**src/rtl/bank_irq_pkg.sv**
```systemverilog
package bank_irq_pkg;

    // Interrupt controller phases
    typedef enum logic [1:0] {
        ST_SEED  = 2'd0,  // reference copies loading after reset
        ST_QUIET = 2'd1,  // no pending bank, line released
        ST_ALERT = 2'd2   // at least one bank pending, line driven low
    } irq_state_e;

endpackage

```
**src/rtl/pin_sync2.sv**
```systemverilog
// Two-stage synchroniser for a vector of asynchronous pins.
module pin_sync2 #(
    parameter int WIDTH = 40
) (
    input  logic             clk,
    input  logic [WIDTH-1:0] d_async,
    output logic [WIDTH-1:0] q_sync
);

    logic [WIDTH-1:0] meta_q;
    logic [WIDTH-1:0] sync_q;

    always_ff @(posedge clk) begin
        meta_q <= d_async;
        sync_q <= meta_q;
    end

    assign q_sync = sync_q;

endmodule

```
**src/rtl/bank_tracker.sv**
```systemverilog
// One bank: reference copy of the pin levels and the pending flag.
module bank_tracker #(
    parameter int BANK_W = 8
) (
    input  logic              clk,
    input  logic              rst_n,
    input  logic              seed,
    input  logic              rd_hit,
    input  logic [BANK_W-1:0] pins,
    input  logic [BANK_W-1:0] is_input,
    input  logic [BANK_W-1:0] mask,
    output logic              pending
);

    logic [BANK_W-1:0] ref_q;
    logic [BANK_W-1:0] live_diff;

    // Reference copy: loaded on reset, on the seed phase and on a read
    always_ff @(posedge clk) begin
        if (!rst_n || seed || rd_hit) begin
            ref_q <= pins;
        end
    end

    always_comb begin
        live_diff = (pins ^ ref_q) & is_input & ~mask;
        pending   = |live_diff;
    end

endmodule

```
**src/rtl/irq_fsm.sv**
```systemverilog
// Interrupt controller: seed, quiet and alert phases.
module irq_fsm
    import bank_irq_pkg::*;
(
    input  logic clk,
    input  logic rst_n,
    input  logic any_pend,
    output logic seed,
    output logic irq_n
);

    irq_state_e state_q;
    irq_state_e state_d;

    // Next state
    always_comb begin
        state_d = state_q;
        unique case (state_q)
            ST_SEED:  state_d = ST_QUIET;                          // seeded
            ST_QUIET: if (any_pend)  state_d = ST_ALERT;           // raise
            ST_ALERT: if (!any_pend) state_d = ST_QUIET;           // release
            default:  state_d = ST_SEED;
        endcase
    end

    // State register
    always_ff @(posedge clk) begin
        if (!rst_n) begin
            state_q <= ST_SEED;
        end else begin
            state_q <= state_d;
        end
    end

    // Outputs
    always_comb begin
        seed  = 1'b0;
        irq_n = 1'b1;
        unique case (state_q)
            ST_SEED:  seed  = 1'b1;
            ST_QUIET: irq_n = 1'b1;
            ST_ALERT: irq_n = 1'b0;
            default:  seed  = 1'b1;
        endcase
    end

endmodule

```
**src/rtl/bank_change_irq.sv**
```systemverilog
// Top: banked input-change interrupt controller.
module bank_change_irq #(
    parameter int NUM_BANKS = 5,
    parameter int BANK_W    = 8
) (
    input  logic                        clk,
    input  logic                        rst_n,
    input  logic [NUM_BANKS*BANK_W-1:0] pin_raw,
    input  logic [NUM_BANKS*BANK_W-1:0] pin_is_input,
    input  logic [NUM_BANKS*BANK_W-1:0] pin_mask,
    input  logic [NUM_BANKS-1:0]        bank_rd,
    output logic [BANK_W-1:0]           rd_data,
    output logic                        irq_n
);

    localparam int PIN_W = NUM_BANKS * BANK_W;

    logic [PIN_W-1:0]     pin_sync;
    logic [NUM_BANKS-1:0] bank_pend;
    logic                 seed_phase;
    logic [BANK_W-1:0]    rd_sel;

    pin_sync2 #(.WIDTH(PIN_W)) u_sync (
        .clk     (clk),
        .d_async (pin_raw),
        .q_sync  (pin_sync)
    );

    for (genvar b = 0; b < NUM_BANKS; b++) begin : g_bank
        bank_tracker #(.BANK_W(BANK_W)) u_bank (
            .clk      (clk),
            .rst_n    (rst_n),
            .seed     (seed_phase),
            .rd_hit   (bank_rd[b]),
            .pins     (pin_sync[b*BANK_W +: BANK_W]),
            .is_input (pin_is_input[b*BANK_W +: BANK_W]),
            .mask     (pin_mask[b*BANK_W +: BANK_W]),
            .pending  (bank_pend[b])
        );
    end

    irq_fsm u_fsm (
        .clk      (clk),
        .rst_n    (rst_n),
        .any_pend (|bank_pend),
        .seed     (seed_phase),
        .irq_n    (irq_n)
    );

    // Lowest-indexed strobed bank wins the read port
    always_comb begin
        rd_sel = '0;
        for (int b = NUM_BANKS - 1; b >= 0; b--) begin
            if (bank_rd[b]) begin
                rd_sel = pin_sync[b*BANK_W +: BANK_W];
            end
        end
    end

    always_ff @(posedge clk) begin
        if (!rst_n) begin
            rd_data <= '0;
        end else if (|bank_rd) begin
            rd_data <= rd_sel;
        end
    end

endmodule

```
**config.mk**
```make
export PLATFORM = sky130hd
export DESIGN_NAME = bank_change_irq
export DESIGN_NICKNAME = d
export VERILOG_FILES = /design/src/rtl/bank_irq_pkg.sv /design/src/rtl/pin_sync2.sv /design/src/rtl/bank_tracker.sv /design/src/rtl/irq_fsm.sv /design/src/rtl/bank_change_irq.sv
export SDC_FILE = /design/constraint.sdc
export NUM_CORES = 1
export LEC_CHECK = 0
export BUFFER_PORTS_ARGS = -buffer_cell sky130_fd_sc_hd__buf_2
export CAP_MARGIN = 20
export CORE_MARGIN = 2
export CORE_UTILIZATION = 40
export DETAILED_ROUTE_END_ITERATION = 10
export GPL_TIMING_DRIVEN = 0
export PLACE_DENSITY = 0.66
export SKIP_LAST_GASP = 1
export SYNTH_ARGS = -nofsm -noshare
export SYNTH_HDL_FRONTEND = slang
export SYNTH_SLANG_ARGS = --single-unit
```
**constraint.sdc**
```tcl
create_clock -name clk -period 5.5 [get_ports clk]
set_clock_uncertainty 0.15 [all_clocks]
set_input_delay 1.1 -clock clk [delete_from_list [all_inputs] [get_ports clk]]
set_output_delay 1.1 -clock clk [all_outputs]
set_load 0.03 [all_outputs]
```
---- Word level (Yosys, flattened, before mapping) ----
Cells that the tools add are included.
storage, ports and cells
  flip-flop bits (word level) ............. 130
  logic and storage cells ................. 55
  output and inout port bits .............. 9
  bits of input ports ..................... 127
cells by class
  reductions and logical operators ........ 12
  multiplexer cells ....................... 10
  eq/ne operators ......................... 4
  bitwise operators ....................... 20
operators with widths
  operator                                                number
  AND 8 bit                                               10
  2-to-1 mux 8 bit                                        5
  inverter 8 bit                                          5
  OR reduction 40 bit                                     1
  XOR 8 bit                                               5
  logical OR 1 bit                                        6
  case mux 2 bit (3 select lines)                         1
  OR reduction 5 bit                                      1
  2-to-1 mux 2 bit                                        2
  == test 2 x 1 -> 1 bit (second input constant)          1
  == test 2 bit (second input constant)                   1
  logical NOT 2 bit                                       1
  2-to-1 mux 1 bit                                        2
  inequality test 2 x 1 -> 1 bit (second input constant)  1
  inequality test 2 bit (second input constant)           1
  AND reduction 2 bit                                     1
  OR reduction 2 bit                                      1
  logical NOT 1 bit                                       1

---- Longest topological paths before layout ----
Gate-level depths: netlist of the first run.
  depth after elaboration ................. 6
  depth in mapped cells ................... 7
  depth with buffers taken out ............ 6

---- Cells and area by module ----
From an unflattened synthesis of the first run, not the netlist that was laid out.
second synthesis, totals
  cell total of the unflattened synthesis .. 332
  area, all modules ....................... 4523.1 um2
modules (own cells, without submodules)
  module           area an instance (um2)  instances  cells an instance  seq. area each (um2)
  bank_tracker     401.6                   5          30                 240.2
  pin_sync2        1601.5                  1          80                 1601.5
  bank_change_irq  754.5                   1          85                 160.2
  irq_fsm          158.9                   1          17                 40.0

---- Worst setup path before layout of the first run ----
OpenSTA, ideal clock, no wires.
  path kind ............................... input to register
  start point ............................. input bank_rd[1]
  end point ............................... register rd_data[0]
  cell stages on the path ................. 6
  library setup time ...................... 0.059 ns
  path slack .............................. 2.919 ns
  required time ........................... 5.291 ns
  arrival time ............................ 2.372 ns
  buffers on the path ..................... 1
  cell sequence ........................... clkbuf_1 -> or4_1 -> nor2_1 -> a22oi_1 -> o21ai_1 -> and2_1
on the way
  cells in the longest elaborated chain, start to end .. 2
  elaborated cells on any way between the ends .. 3
  those cells by class .................... 2 x mux; 1 x reduce/logical
ends and longest elaborated chain
  element                        line                   source
  start: declaration             bank_change_irq.sv:11  input logic [NUM_BANKS-1:0] bank_rd,
  2-to-1 mux 8 bit (2 in a row)  bank_change_irq.sv:54  if (bank_rd[b]) begin
  end signal: assignment         bank_change_irq.sv:64  rd_data <= rd_sel;
  end: declaration               bank_change_irq.sv:12  output logic [BANK_W-1:0] rd_data,
Several ways; a longest one is shown, not always the timed one.
A chain may end at the register's enable or synchronous reset.

---- Worst setup path after layout of the first run ----
  start point ............................. register u_fsm.state_q[0]
  end point ............................... output irq_n
on the way
  cells in the longest elaborated chain, start to end .. 2
ends and longest elaborated chain
  element                   line                   source
  start: declaration        irq_fsm.sv:12          irq_state_e state_q;
  start signal: assignment  irq_fsm.sv:31          state_q <= state_d;
  == test 2 bit             irq_fsm.sv:39          unique case (state_q)
  2-to-1 mux 1 bit          irq_fsm.sv:39
  end: declaration          bank_change_irq.sv:13  output logic irq_n
No other way between the ends.

==> results of run 1 <==
## final cells by class
class                           instances  share of cell area (%)
Multi-Input combinational cell        171                    22.3
Clock inverter                         10                    1.15
Inverter                               11                   0.715
Buffer                                  8                   0.520
Tap cell                              140                    3.03
Timing Repair Buffer                  133                    11.5
Clock buffer                           22                    8.75
Sequential cell                       130                    52.0
## logic make-up (layout without fill, tap and decap cells)
logic type	after synthesis	after routing	share of synthesized area, %
buffers and inverters	19	184	1.63
xor gates and xnor gates	40	40	8.03
adders and majority gates	3	3	0.860
DFF	130	130	68.8
and+or+nand+nor	85	85	13.6
AOI/OAI and AO/OA	42	42	6.88
muxes	1	1	0.229
## cell usage after synthesis
cell type and n:
sky130_fd_sc_hd__dfxtp_1 90, sky130_fd_sc_hd__edfxtp_1 40, sky130_fd_sc_hd__nand3b_1 25, sky130_fd_sc_hd__xor2_1 24, sky130_fd_sc_hd__xnor2_1 16, sky130_fd_sc_hd__a21oi_1 9
sky130_fd_sc_hd__inv_1 8, sky130_fd_sc_hd__nand2b_1 8, sky130_fd_sc_hd__nor2b_1 8, sky130_fd_sc_hd__nor3_1 8, sky130_fd_sc_hd__o21ai_1 8, sky130_fd_sc_hd__o32ai_1 8
sky130_fd_sc_hd__a221oi_1 7, sky130_fd_sc_hd__a22oi_1 7, sky130_fd_sc_hd__and2_1 7, sky130_fd_sc_hd__clkbuf_1 7, sky130_fd_sc_hd__nand2_1 5, sky130_fd_sc_hd__nand4_1 5
sky130_fd_sc_hd__ha_1 3, sky130_fd_sc_hd__inv_2 3, sky130_fd_sc_hd__nand3_1 3, sky130_fd_sc_hd__nor2_1 3, sky130_fd_sc_hd__or2_1 3, sky130_fd_sc_hd__nor4_4 2
sky130_fd_sc_hd__or2_2 2, sky130_fd_sc_hd__or4_1 2, sky130_fd_sc_hd__a21boi_1 1, sky130_fd_sc_hd__a22o_1 1, sky130_fd_sc_hd__a2bb2oi_2 1, sky130_fd_sc_hd__buf_1 1
sky130_fd_sc_hd__mux2i_1 1, sky130_fd_sc_hd__nand4_2 1, sky130_fd_sc_hd__nand4_4 1, sky130_fd_sc_hd__nor4bb_1 1, sky130_fd_sc_hd__or4_4 1
## stage by stage
step	power (mW)	util, %	cell area (sq um)	std cells
6_report	2.46	53.8	5780	625
5_1_grt	2.56	53.8	5780	625
4_1_cts	2.48	53.8	5780	625
3_5_place_dp	1.43	48.4	5200	593
3_3_place_gp	1.42	48.4	5200	593
2_1_floorplan	1.31	-	4360	320
## flip-flops by register name, summed over array words and instances (netlist names)
name,cells
u_sync.meta_q,40
g_bank.u_bank.ref_q,40
u_sync.q_sync,40
rd_data,8
u_fsm.state_q,2
## worst min path at each step
stage / cells past startpoint / to / start / slack (ps)
after CTS: 0 / u_sync.q_sync[10] / u_sync.meta_q[10] / 170
after detailed placement: 0 / u_sync.q_sync[11] / u_sync.meta_q[11] / 160
after global routing: 0 / u_sync.q_sync[10] / u_sync.meta_q[10] / 180
after floorplan: 0 / u_sync.q_sync[0] / u_sync.meta_q[0] / 160
after global placement: 0 / u_sync.q_sync[11] / u_sync.meta_q[11] / 160
final: 0 / u_sync.q_sync[10] / u_sync.meta_q[10] / 170
## cell usage in the layout (no fill, tap or decap), types with 8 or more instances in the layout
master                        n
sky130_fd_sc_hd__xor2_1      24
sky130_fd_sc_hd__nor3_1       8
sky130_fd_sc_hd__nand2b_1     8
sky130_fd_sc_hd__inv_1        8
sky130_fd_sc_hd__nor2b_1      8
sky130_fd_sc_hd__a21oi_1      9
sky130_fd_sc_hd__clkbuf_16   18
sky130_fd_sc_hd__nand3b_1    25
sky130_fd_sc_hd__o21ai_1      8
sky130_fd_sc_hd__o32ai_1      8
sky130_fd_sc_hd__edfxtp_1    40
sky130_fd_sc_hd__xnor2_1     16
sky130_fd_sc_hd__buf_2      133
sky130_fd_sc_hd__dfxtp_1     90
## power by group
group,internal [mW],switching (mW)
registers,1.09,0.0452
logic,0.125,0.153
clock network,0.644,0.403
total,1.86,0.600
## critical path, stage by stage (launching register included)
cell,delay [ps]
sky130_fd_sc_hd__dfxtp_1,350
sky130_fd_sc_hd__inv_1,90
sky130_fd_sc_hd__ha_1,250
sky130_fd_sc_hd__inv_1,100
sky130_fd_sc_hd__buf_2,220
## layer usage
| layer | vias up | GRT usage, % |
|---|---|---|
| met5 | - | 0 |
| met4 | 0 | 9.98 |
| met3 | 22 | 5.61 |
| met2 | 132 | 26.6 |
| met1 | 1315 | 23.7 |
| li1 | 1454 | - |
==> results.cfg, run 1 <==
[sta]
whs_ps = 173
grt_setup_unrepaired = false
timing.fmax_mhz = 358
maxSlewViolCount = 0
maxSlewHeadroom_pct = 55.2
finalSetupViolations = 0
final_period_minus_worst_setup_slack_ps = 2790
worst_pin_slew_ps = 669
min_period_over_period_pct = 50.7
setup-tns-final_ps = 0
worst_slack_ps = 2710
finalHoldViolCount = 0

[synth]
seq_area_frac_synth_pct = 68.8
post_synth_instance_area_sq_um = 4360
syn_nets = 450
netlist.top_cell.by_area = sky130_fd_sc_hd__dfxtp_1
post_synth.cell_area_avg_sq_um = 13.6
syn_inst = 320
yosys_warnings = 0
synth_top_cell_area_share_pct = 41.3
synth.top_cells.by_area = sky130_fd_sc_hd__dfxtp_1, sky130_fd_sc_hd__edfxtp_1, sky130_fd_sc_hd__xor2_1, sky130_fd_sc_hd__nand3b_1, sky130_fd_sc_hd__xnor2_1
count_of_different_cell_masters_after_synthesis = 35
synth-seq-cells = 130

[power_and_ir_drop]
peakVddDrop_uv = 170
static-leakage-power_nw = 2.46
power_density_nw_per_um2 = 425

[worst_setup_path]
regToRegEndpoint = u_fsm.state_q[0]
timing.critical_path.required_ps = 4250
setup.worst_path.start_class = register
end_kind = output port
ff2ff_setup_slack_ps = 3320
r2r.worst_path.cells = 6
cp_arrival_ps = 1540
path_class = reg -> out
critical_path.reg2reg.startpoint = g_bank[2].u_bank.ref_q[6]
cp-endpoint = irq_n
setup.worst_path.start = u_fsm.state_q[0]
crit_path_max_fanout = 4

[die]
start_util_pct = 40.6
die_height_microns = 108
site_rows = 38
fp.coreArea_sq_um = 10700
boundaryPins = 136
fp.dieArea_sq_um = 11800
die_x_microns = 108

[clock_network]
cts.reportedPaths.clkPinSlew_ps = 60
cts-root-buf = sky130_fd_sc_hd__clkbuf_8
cts_sink_cnt = 130
clock_latency_ps = 520
cts_inserted_buffers = 17
ctsHtreeMaxLevel = 4
cts.path.max_buffers = 2
cts_setup_buffers = 0
cts-hold-fix-buffers = 0
tritoncts_clock_tree = done
cts_repair_resize_count = 0

[final_layout]
fin_nets = 602
antenna_cells_inserted = 0
regArea_sq_um = 3000
area_of_the_multi_input_gates_sq_um = 1290
drive_gt1_share_pct = 36.3
area.growth.synth_to_final_pct = 32.4
fillers = 957

[detailed_routing]
detailedRoute.firstPassIterationCount = 7
wl_met1_mm = 4.51
remaining_drc_errors = 4
routed_wl_mm = 9.83
wl_met3_microns = 616
routed_via_density = 4.68
top_layer = met4
detailroute.via_count = 2923
detail_route.wl_per_cell_microns = 15.7
amount_of_wire_on_met2_after_detailed_routing_mm = 4.39
dr.first_iter.drc_count = 156
ant_nets = 0

[place]
detailedPlacementHpwl_mm = 7.35
place_worst_setup_slack_ps = 2490
io_buffer_count = 133
finalWeightedCongestion = 0.839

[global_routing]
globalRouteTotalUtil_pct = 18.1
first_global_vias = 2959
largest_net_degree_at_the_start_of_global_routing = 17
antenna_violations_before_repair = 0
grt_pass1_wl_mm = 15.2
grt-ovfl-total = 0

[flow_run]
number_of_maximum_capacitance_violations = 0

[hold_path]
timing.hold.worst.class = reg -> reg

[status]
failed_checks = DRC
outcome = finished, violations left
Note: power is estimated with default switching activity, not from simulation.
==> run 2, diff against run 1 <==
--- a/config.mk
+++ b/config.mk
@@ -11,7 +11,7 @@
 export CORE_UTILIZATION = 40
 export DETAILED_ROUTE_END_ITERATION = 10
 export GPL_TIMING_DRIVEN = 0
-export PLACE_DENSITY = 0.66
+export PLACE_DENSITY = 0.68
 export SKIP_LAST_GASP = 1
 export SYNTH_ARGS = -nofsm -noshare
 export SYNTH_HDL_FRONTEND = slang
==> constraint.sdc (replaced) <==
create_clock -name clk -period 2.46 [get_ports clk]
set_clock_uncertainty 0.15 [all_clocks]
set_input_delay 0.492 -clock clk [delete_from_list [all_inputs] [get_ports clk]]
set_output_delay 0.492 -clock clk [all_outputs]
set_load 0.03 [all_outputs]
==> results.cfg, run 2 (synthesis gave the netlist of run 1 again) <==
[clock_network]
clock_latency_ps = 520
cts_repair_resize_count = 0
cts.reportedPaths.clkPinSlew_ps = 60
cts_inserted_buffers = 17
cts_sink_cnt = 130
ctsHtreeMaxLevel = 4
cts-root-buf = sky130_fd_sc_hd__clkbuf_8
cts_setup_buffers = 0
tritoncts_clock_tree = done
cts-hold-fix-buffers = 40
cts.path.max_buffers = 2

[final_layout]
final_common_cell = sky130_fd_sc_hd__buf_2
area.growth.synth_to_final_pct = 41.8
fin_nets = 642
drive_gt1_share_pct = 33.5
mostFrequentLayoutCells = sky130_fd_sc_hd__buf_2, sky130_fd_sc_hd__dfxtp_1, sky130_fd_sc_hd__edfxtp_1, sky130_fd_sc_hd__dlygate4sd3_1, sky130_fd_sc_hd__nand3b_1
post-route-util_pct = 57.6
finalInstanceArea_sq_um = 6190

[global_routing]
antenna_violations_before_repair = 1
globalRouteTotalUtil_pct = 18.6
grt_pass1_wl_mm = 15.7
first_global_vias = 3198
largest_net_degree_at_the_start_of_global_routing = 17
grt-ovfl-total = 0

[die]
fp.dieArea_sq_um = 11800
die_height_microns = 108
fp.coreArea_sq_um = 10700
boundaryPins = 136
site_rows = 38
die_x_microns = 108
start_util_pct = 40.6

[sta]
min_period_over_period_pct = 89.4
final_period_minus_worst_setup_slack_ps = 2200
worst_slack_ps = 261
finalSetupViolations = 0
maxSlewViolCount = 0
finalHoldViolCount = 0
worst_pin_slew_ps = 639
setup-tns-final_ps = 0
maxSlewHeadroom_pct = 57.2
grt_setup_unrepaired = false
timing.fmax_mhz = 455

[worst_setup_path]
ff2ff_setup_slack_ps = 260
cp_arrival_ps = 2470
path_class = reg -> reg
crit_path_max_fanout = 3
cell_by_cell_trace_of_the_critical_path = xnor2_1 -> o32ai_1 -> or4_4 -> nor4_4 -> a2bb2oi_2 -> nor4bb_1
timing.critical_path.required_ps = 2730
end_kind = register
setup.worst_path.start_class = register
crit_path_top_delay_cell = sky130_fd_sc_hd__or4_4
slowest_delay_ps = 570

[flow_run]
number_of_maximum_capacitance_violations = 0

[power_and_ir_drop]
peakVddDrop_uv = 409
static-leakage-power_nw = 2.61
power_density_nw_per_um2 = 905
design_power_total_mw = 5.60

[detailed_routing]
routed_wl_mm = 10.4
detailroute.via_count = 3099
dr.first_iter.drc_count = 186
routed_via_density = 4.65
detail_route.wl_per_cell_microns = 15.6
detailedRoute.firstPassIterationCount = 4
remaining_drc_errors = 0
ant_nets = 0

[place]
detailedPlacementHpwl_mm = 7.47
place_worst_setup_slack_ps = 141
io_buffer_count = 133
postPlaceCellArea_sq_um = 5200
finalWeightedCongestion = 0.879

[hold_path]
timing.hold.worst.class = reg -> reg

[status]
outcome = completed
run 2: report_power, final:
group	switching (mW)	total [mW]	leakage (nW)	internal, mW
Sequential	0.105	2.54	1.18	2.43
Clock	0.972	2.40	0.279	1.43
Combinational	0.339	0.659	1.16	0.320
run 2: metrics by stage:
step	std cells	hold WS (ps)
2_1_floorplan	320	160
3_3_place_gp	593	162
3_5_place_dp	593	162
4_1_cts	665	177
5_1_grt	666	180
6_report	666	175
run 2: worst paths after layout:
path,start,endpoint,depth (start not counted)
hold / removal,u_sync.meta_q[1],u_sync.q_sync[1],0
setup / recovery,g_bank[2].u_bank.ref_q[6],u_fsm.state_q[0],6
hold reg to reg,u_sync.meta_q[1],u_sync.q_sync[1],0
setup reg to reg,g_bank[2].u_bank.ref_q[6],u_fsm.state_q[0],6
run 2: layout make-up:
type,count,area [sq um]
diodes,1,2.50
plain buffers,8,30.0
flip-flops and latches,130,3000
multi-input cells,171,1290
inverters,11,41.3
clock buffers,18,439
repair buffers,173,1070
fillers,920,4560
well taps,140,175
clock inverters,14,140
run 2: layer usage:
layer  track usage, %  vias up  share of wire, %
li1                 -     1541                 -
met1             21.9     1417                42
met2             31.6      122                49
met3             5.18       19               6.2
met4             8.61        0               2.2
met5                0        -                 0
run 2: worst max-delay path, delay by kind of cell (launching register included):
family           cells  cell delay (ps)
XOR/XNOR             1              190
AO/OA/AOI/OAI        2              210
AND/OR/NAND/NOR      3             1170
flip-flops           1              380
